### src/rtl/cfg_seq_pkg.sv
package cfg_seq_pkg;

    localparam int DATA_W  = 32;
    localparam int OFS_W   = 8;
    localparam int ID_W    = 4;
    localparam int MAX_LEN = 8;
    localparam int IDX_W   = $clog2(MAX_LEN + 1);

    // register offsets in the slave
    localparam logic [OFS_W-1:0] CMD_OFS  = 8'h00;
    localparam logic [OFS_W-1:0] UPD_OFS  = 8'h60;
    localparam logic [OFS_W-1:0] DFS_OFS  = 8'h10;
    localparam logic [OFS_W-1:0] LMH_OFS  = 8'h30;
    localparam logic [OFS_W-1:0] LINK_OFS = 8'h40;
    localparam logic [OFS_W-1:0] RAMP_OFS = 8'h50;

    localparam logic [DATA_W-1:0] ROOT_BIT = 32'h0000_0002;
    localparam logic [DATA_W-1:0] SYNC_BIT = 32'h0000_0100;

    typedef enum logic [2:0] {
        ST_LMH, ST_DFS, ST_LINK, ST_RAMP0, ST_RAMP1, ST_RAMP2, ST_OFF
    } stage_e;

    typedef enum logic [3:0] {
        PH_IDLE, PH_CMD_RD, PH_CMD_WR, PH_RDY_POLL, PH_RDY_WAIT, PH_BURST,
        PH_ID_RD, PH_ID_WR, PH_EN_RD, PH_EN_WR, PH_ACK_POLL, PH_ACK_WAIT,
        PH_CLR_WR, PH_CLR_POLL, PH_CLR_WAIT
    } phase_e;

    function automatic logic [IDX_W-1:0] grp_len(stage_e s);
        case (s)
            ST_LMH:  return IDX_W'(3);
            ST_DFS:  return IDX_W'(8);
            default: return IDX_W'(1);
        endcase
    endfunction

    function automatic logic [ID_W-1:0] grp_id(stage_e s);
        case (s)
            ST_LMH:  return ID_W'(6);
            ST_DFS:  return ID_W'(14);
            ST_LINK: return ID_W'(3);
            default: return ID_W'(2);
        endcase
    endfunction

    function automatic logic [OFS_W-1:0] ent_ofs(stage_e s, logic [IDX_W-1:0] i);
        logic [OFS_W-1:0] step;
        step = OFS_W'(i) << 2;
        case (s)
            ST_LMH:  return LMH_OFS + step;
            ST_DFS:  return DFS_OFS + step;
            ST_LINK: return LINK_OFS;
            default: return RAMP_OFS;
        endcase
    endfunction

    function automatic logic [DATA_W-1:0] ent_data(stage_e s, logic [IDX_W-1:0] i);
        case (s)
            ST_RAMP0: return 32'h0000_0800;
            ST_RAMP1: return 32'h0000_0C00;
            ST_RAMP2: return 32'h0000_0400;
            ST_OFF:   return 32'h0000_0000;
            default:  return (32'(s) + 32'd1) * 32'h1000_0000
                           + (32'(i) + 32'd1) * 32'h0001_0101;
        endcase
    endfunction

endpackage

### src/rtl/cfg_seq_timer.sv
module cfg_seq_timer #(
    parameter int CLK_HZ     = 50_000_000,
    parameter int TIMEOUT_US = 500
) (
    input  logic clk,
    input  logic rst_n,
    input  logic clr,
    output logic tick,
    output logic expired
);
    localparam int DIV   = (CLK_HZ / 1_000_000 < 1) ? 1 : CLK_HZ / 1_000_000;
    localparam int DIV_W = $clog2(DIV + 1);
    localparam int CNT_W = $clog2(TIMEOUT_US + 1);

    typedef struct packed {
        logic [DIV_W-1:0] div;
        logic [CNT_W-1:0] cnt;
    } tmr_t;

    tmr_t t_d, t_q;

    always_comb begin
        t_d     = t_q;
        tick    = 1'b0;
        expired = (t_q.cnt == CNT_W'(TIMEOUT_US));
        if (clr) begin
            t_d.div = '0;
            t_d.cnt = '0;
        end else if (t_q.div == DIV_W'(DIV - 1)) begin
            tick    = 1'b1;
            t_d.div = '0;
            if (!expired) t_d.cnt = t_q.cnt + CNT_W'(1);
        end else begin
            t_d.div = t_q.div + DIV_W'(1);
        end
    end

    always_ff @(posedge clk or negedge rst_n) begin
        if (!rst_n) t_q <= '0;
        else        t_q <= t_d;
    end
endmodule

### src/rtl/cfg_seq_table.sv
module cfg_seq_table
    import cfg_seq_pkg::*;
(
    input  stage_e             stage,
    input  logic [IDX_W-1:0]   idx,
    output logic [OFS_W-1:0]   ofs,
    output logic [DATA_W-1:0]  data,
    output logic [ID_W-1:0]    base_id,
    output logic [IDX_W-1:0]   len
);
    always_comb begin
        ofs     = ent_ofs(stage, idx);
        data    = ent_data(stage, idx);
        base_id = grp_id(stage);
        len     = grp_len(stage);
    end
endmodule

### src/rtl/cfg_seq_top.sv
module cfg_seq_top
    import cfg_seq_pkg::*;
#(
    parameter int CLK_HZ     = 50_000_000,
    parameter int TIMEOUT_US = 500,
    parameter int ADDR_W     = 8,
    parameter bit AUTO_START = 1'b1
) (
    input  logic              clk,
    input  logic              rst_n,
    input  logic              start,
    input  logic              stop,
    output logic              bus_req,
    output logic              bus_we,
    output logic [ADDR_W-1:0] bus_addr,
    output logic [31:0]       bus_wdata,
    input  logic              bus_ready,
    input  logic [31:0]       bus_rdata,
    output logic              done,
    output logic              busy,
    output logic              error
);
    typedef struct packed {
        phase_e             phase;
        stage_e             stage;
        logic [IDX_W-1:0]   idx;
        logic [IDX_W-1:0]   hs;
        logic [DATA_W-1:0]  tmp;
        logic               boot;
        logic               done;
        logic               error;
    } seq_t;

    seq_t s_d, s_q;

    logic [OFS_W-1:0]  tbl_ofs;
    logic [DATA_W-1:0] tbl_data;
    logic [ID_W-1:0]   base_id;
    logic [IDX_W-1:0]  len;
    logic [ID_W-1:0]   cur_id;
    logic [15:0]       ack_vec;
    logic [OFS_W-1:0]  ofs;
    logic              xfer, tick, expired, tmr_clr, last_hs;

    cfg_seq_table i_table (
        .stage   (s_q.stage),
        .idx     (s_q.idx),
        .ofs     (tbl_ofs),
        .data    (tbl_data),
        .base_id (base_id),
        .len     (len)
    );

    cfg_seq_timer #(.CLK_HZ(CLK_HZ), .TIMEOUT_US(TIMEOUT_US)) i_timer (
        .clk     (clk),
        .rst_n   (rst_n),
        .clr     (tmr_clr),
        .tick    (tick),
        .expired (expired)
    );

    always_comb begin
        tmr_clr = 1'b1;
        case (s_q.phase)
            PH_RDY_POLL, PH_RDY_WAIT, PH_ACK_POLL,
            PH_ACK_WAIT, PH_CLR_POLL, PH_CLR_WAIT: tmr_clr = 1'b0;
            default: ;
        endcase
    end

    assign cur_id  = base_id - ID_W'(s_q.hs);
    assign ack_vec = bus_rdata[31:16];
    assign last_hs = (s_q.hs == len - IDX_W'(1));

    // bus drive decoded from the registered phase
    always_comb begin
        bus_req   = 1'b0;
        bus_we    = 1'b0;
        ofs       = CMD_OFS;
        bus_wdata = '0;
        case (s_q.phase)
            PH_CMD_RD, PH_RDY_POLL: bus_req = 1'b1;
            PH_CMD_WR: begin
                bus_req   = 1'b1;
                bus_we    = 1'b1;
                bus_wdata = s_q.tmp | ROOT_BIT;
            end
            PH_BURST: begin
                bus_req   = 1'b1;
                bus_we    = 1'b1;
                ofs       = tbl_ofs;
                bus_wdata = tbl_data;
            end
            PH_ID_RD, PH_EN_RD, PH_ACK_POLL, PH_CLR_POLL: begin
                bus_req = 1'b1;
                ofs     = UPD_OFS;
            end
            PH_ID_WR: begin
                bus_req   = 1'b1;
                bus_we    = 1'b1;
                ofs       = UPD_OFS;
                bus_wdata = s_q.tmp | DATA_W'(cur_id);
            end
            PH_EN_WR: begin
                bus_req   = 1'b1;
                bus_we    = 1'b1;
                ofs       = UPD_OFS;
                bus_wdata = s_q.tmp | SYNC_BIT;
            end
            PH_CLR_WR: begin
                bus_req = 1'b1;
                bus_we  = 1'b1;
                ofs     = UPD_OFS;
            end
            default: ;
        endcase
        bus_addr = ADDR_W'(ofs);
    end

    assign xfer = bus_req && bus_ready;

    always_comb begin
        s_d = s_q;
        case (s_q.phase)
            PH_IDLE: begin
                if (start || s_q.boot) begin
                    s_d.boot  = 1'b0;
                    s_d.error = 1'b0;
                    s_d.done  = 1'b0;
                    s_d.stage = ST_LMH;
                    s_d.phase = PH_CMD_RD;
                end else if (stop && !s_q.error) begin
                    s_d.done  = 1'b0;
                    s_d.stage = ST_OFF;
                    s_d.phase = PH_CMD_RD;
                end
            end
            PH_CMD_RD: if (xfer) begin
                s_d.tmp   = bus_rdata;
                s_d.phase = PH_CMD_WR;
            end
            PH_CMD_WR: if (xfer) s_d.phase = PH_RDY_POLL;
            PH_RDY_POLL: if (xfer) begin
                s_d.idx   = '0;
                s_d.phase = bus_rdata[0] ? PH_RDY_WAIT : PH_BURST;
            end
            PH_BURST: if (xfer) begin
                if (s_q.idx == len - IDX_W'(1)) begin
                    s_d.hs    = '0;
                    s_d.phase = PH_ID_RD;
                end else begin
                    s_d.idx = s_q.idx + IDX_W'(1);
                end
            end
            PH_ID_RD: if (xfer) begin
                s_d.tmp   = bus_rdata;
                s_d.phase = PH_ID_WR;
            end
            PH_ID_WR: if (xfer) s_d.phase = PH_EN_RD;
            PH_EN_RD: if (xfer) begin
                s_d.tmp   = bus_rdata;
                s_d.phase = PH_EN_WR;
            end
            PH_EN_WR: if (xfer) s_d.phase = PH_ACK_POLL;
            PH_ACK_POLL: if (xfer)
                s_d.phase = ack_vec[cur_id] ? PH_CLR_WR : PH_ACK_WAIT;
            PH_CLR_WR: if (xfer) s_d.phase = PH_CLR_POLL;
            PH_CLR_POLL: if (xfer) begin
                if (ack_vec != '0) begin
                    s_d.phase = PH_CLR_WAIT;
                end else if (!last_hs) begin
                    s_d.hs    = s_q.hs + IDX_W'(1);
                    s_d.phase = PH_ID_RD;
                end else if (s_q.stage == ST_RAMP2 || s_q.stage == ST_OFF) begin
                    s_d.done  = 1'b1;
                    s_d.phase = PH_IDLE;
                end else begin
                    s_d.stage = stage_e'(s_q.stage + 3'd1);
                    s_d.phase = PH_CMD_RD;
                end
            end
            PH_RDY_WAIT, PH_ACK_WAIT, PH_CLR_WAIT: begin
                if (expired) begin
                    s_d.error = 1'b1;
                    s_d.phase = PH_IDLE;
                end else if (tick) begin
                    s_d.phase = (s_q.phase == PH_RDY_WAIT) ? PH_RDY_POLL :
                                (s_q.phase == PH_ACK_WAIT) ? PH_ACK_POLL : PH_CLR_POLL;
                end
            end
            default: s_d.phase = PH_IDLE;
        endcase
    end

    always_ff @(posedge clk or negedge rst_n) begin
        if (!rst_n) begin
            s_q       <= '0;
            s_q.phase <= PH_IDLE;
            s_q.stage <= ST_LMH;
            s_q.boot  <= AUTO_START;
        end else begin
            s_q <= s_d;
        end
    end

    assign busy  = (s_q.phase != PH_IDLE);
    assign done  = s_q.done;
    assign error = s_q.error;
endmodule

### config.mk
export PLATFORM = sky130hd
export DESIGN_NAME = cfg_seq_top
export DESIGN_NICKNAME = d
export VERILOG_FILES = /design/src/rtl/cfg_seq_pkg.sv /design/src/rtl/cfg_seq_timer.sv /design/src/rtl/cfg_seq_table.sv /design/src/rtl/cfg_seq_top.sv
export SDC_FILE = /design/constraint.sdc
export NUM_CORES = 1
export LEC_CHECK = 0
export CAP_MARGIN = 20
export CORE_MARGIN = 4
export CORE_UTILIZATION = 53
export CTS_CLUSTER_SIZE = 25
export DETAILED_ROUTE_END_ITERATION = 6
export PLACE_DENSITY = 0.81
export SLEW_MARGIN = 20
export SYNTH_ARGS = -nofsm -noshare
export SYNTH_HDL_FRONTEND = slang
export SYNTH_SLANG_ARGS = --single-unit
export TNS_END_PERCENT = 100
### constraint.sdc
create_clock -name clk -period 3.1 [get_ports clk]
set_input_delay 0.62 -clock clk [delete_from_list [all_inputs] [get_ports clk]]
set_output_delay 0.62 -clock clk [all_outputs]
set_load 0.02 [all_outputs]
==> results_dict.tcl <==
set metrics [dict create \
    comb_power_share_pct 60.1 \
    tightest_slew_ns 0.846 \
    ys_warn_count 0 \
    fillers 603 \
    grt_pass1_vias 3915 \
    fin_setup_tns_ns 0 \
    drt_iter0_drc 195 \
    post_cts_buffers 0 \
    crit_fanout 30 \
    layout_setup_ws_ns 0.104 \
    pre_cts_ws_ns 0.0794 \
    dieArea_mm2 0.00946 \
    rows 32 \
    wl_per_cell_um 17.7 \
    drv_cap 0 \
    gr-total-overflow 0 \
    start_kind "flip-flop" \
    syn_avg_cell_area_um2 9.16 \
    synth_top_area_share_pct 37.9 \
    seq_area_frac_synth_pct 38.5 \
    power.share.switching_pct 45.3 \
    routed-via-count 3834 \
    dieHeight_um 97.3 \
    layout-drive-gt1-share_pct 20.0 \
    p_int_w 0.00283 \
    antenna_found_initial 0 \
    via_per_inst 5.78 \
    worst_clock_skew_ns 0.00781 \
    antenna_left 0 \
    powerDensity_mw_per_mm2 961 \
    power.share.clock_pct 13.3 \
    slew_violations 0 \
    cts_buffers 9 \
    synth_area_mm2 0.00422 \
    hold_ws_ns 0.433 \
    fmax_mhz 334 \
    hpwl_mm 8.63 \
    critical_path_required_ns 2.48 \
    hold_path.class "in -> async" \
    fin_nets 608 \
    grt_pass1_wl_mm 19.4 \
    seqCellArea_mm2 0.00163 \
    power_w 0.00518 \
    ys_seq_elements 65 \
    root_buffer "clkbuf_8" \
    clk_pin_slew_worst_paths_ns 0.08 \
    clk_path_buf_depth 2 \
    hold_violations 0 \
    grt_start_max_net_pins 66 \
    coreArea_mm2 0.00773 \
    endpoint_kind "output pin" \
    synth_flop_cell "dfrtp_1" \
    grt.total_usage_pct 25.3 \
    synth_edf_count 0 \
    antenna_cells 0 \
    peakVddDrop_mv 0.606 \
    synthToLayoutAreaGrowth_pct 27.5 \
    arrival_ns 2.38 \
    dpl_cell_area_mm2 0.00524 \
    synthTopCellsByArea "dfrtp_1 38%, mux2_2 8.8%, nand2_1 5.2%, ha_1 4.1%, nor2_1 3.7%" \
    synthDistinctLibCells 62 \
    cts_num_sinks 65 \
    synth_cells 461 \
    synth-async-reset-ratio_pct 100 \
    cts_hold_buffers 0 \
    status "finished clean" \
    multi_input_area_mm2 0.00245 \
    initial_core_util_pct 54.7 \
    setup_violations 0 \
    synth_top_area_cell "dfrtp_1" \
    period_needed_ns 3.00 \
    ioPinCount 82 \
    final_area_mm2 0.00539 \
    switching_power_w 0.00235 \
    seqPwrFrac_pct 26.6 \
    slew-limit-headroom_pct 43.6 \
    p_leak_nw 2.27 \
    post-route-period-util_pct 96.7 \
    rsz0062_at_grt "no" \
    path_class "reg -> out" \
    cts_tree "built" \
    first_pass_iters 5 \
    dieWidth_um 97.3 \
    cts_max_level 3 \
    portBuffers 78 \
    place.gp.congestion 0.935 \
    clock_latency_ns 0.34 \
    drc 0 \
    routed_wl_mm 11.7 \
]
==> worst paths after layout <==
path	cells after the start	to	slack, ns	startpoint
setup / recovery	6	bus_wdata[25]	0.10	s_q[46]$_DFFE_PN0P_
hold / removal	2	s_q[36]$_DFFE_PN0P_	0.43	rst_n
setup reg to reg	12	s_q[47]$_DFFE_PN0P_	0.12	s_q[43]$_DFFE_PN0P_
hold reg to reg	1	s_q[2]$_DFFE_PN1P_	0.49	s_q[2]$_DFFE_PN1P_
max in group asynchronous	2	s_q[46]$_DFFE_PN0P_	2.03	rst_n
min in group clk	1	s_q[2]$_DFFE_PN1P_	0.49	s_q[2]$_DFFE_PN1P_
==> cell usage after synthesis, drive strengths merged (6+ instances only) <==
| cell | number |
|---|---|
| clkbuf | 11 |
| nand3 | 15 |
| xnor2 | 14 |
| ha | 14 |
| inv | 17 |
| and2 | 17 |
| a21oi | 18 |
| buf | 13 |
| nand2 | 58 |
| nand2b | 7 |
| o21ai | 31 |
| nor2b | 6 |
| dfrtp | 64 |
| mux2i | 14 |
| o211ai | 7 |
| or3 | 8 |
| xor2 | 7 |
| nor2 | 43 |
| mux2 | 33 |
==> state kept, by name, indices dropped and copies added, names as in the netlist <==
register,flops
i_timer.t_q,15
done,1
error,1
s_q,48
==> area by class of cell <==
| type | instances | area share, % |
|---|---|---|
| multi-input combinational | 357 | 45.5 |
| sequential | 65 | 30.3 |
| clock inverter | 7 | 1.11 |
| tap | 102 | 2.37 |
| timing repair buffer | 106 | 17.3 |
| clock buffer | 9 | 2.30 |
| inverter | 17 | 1.18 |
==> per-layer routing <==
metal,GRT usage (%),vias to the layer above,routed length [µm]
li1,-,1813,-
met1,31.8,1850,4980
met2,41.7,150,5560
met3,8.76,21,910
met4,7.24,0,253
met5,0,-,0
==> timing repair <==
| action | CTS | global route |
|---|---|---|
| gates resized for setup | 27 | 39 |
| cloned | 0 | 0 |
| pin swaps | 1 | 1 |
| setup endpoints to repair | 27 | 32 |
==> cells by family after synthesis <==
kind of cell	count (synthesis)	share of synthesized area, %
compound gates	86	13.6
xor+xnor	21	4.35
fa+ha+maj	16	4.86
buf+inv	41	4.32
flops	65	38.5
mux	49	13.3
other cells	1	0.0888
simple gates	182	21.0
==> power groups by stage <==
stage	combinational [W]	sequential, W	clock (W)
finish	0.00311	0.00138	0.000688
global route	0.00338	0.00142	0.000751
CTS	0.00311	0.00137	0.000706
detailed placement	0.00317	0.00138	0
global placement	0.00314	0.00136	0
floorplan	0.00204	0.00129	0
==> metrics by stage <==
stage	utilization [%]	std cells
floorplan	-	463
global placement	67.8	647
detailed placement	67.8	647
CTS	70.1	663
global route	69.7	663
finish	69.7	663
==> layout by cell type (no fill, tap or decap), types with 7 or more instances in the layout <==
master,instances
xnor2_1,14
clkbuf_2,12
nor2_1,40
and2_1,17
nand3_1,15
o21ai_0,27
mux2i_1,13
ha_1,13
mux2_2,33
a21oi_1,18
or3_1,7
buf_4,27
inv_1,15
nand2b_1,7
dfrtp_1,62
clkdlybuf4s50_1,56
clkbuf_8,9
nand2_1,58
==> critical path, cell delays in order, from the launching register on <==
cell,delay [ns]
dfrtp_2,0.48
xor2_2,0.26
nor3_2,0.08
or2_2,0.33
buf_12,0.17
and2_1,0.16
clkdlybuf4s50_1,0.55
(Power assumes the default switching activity.)
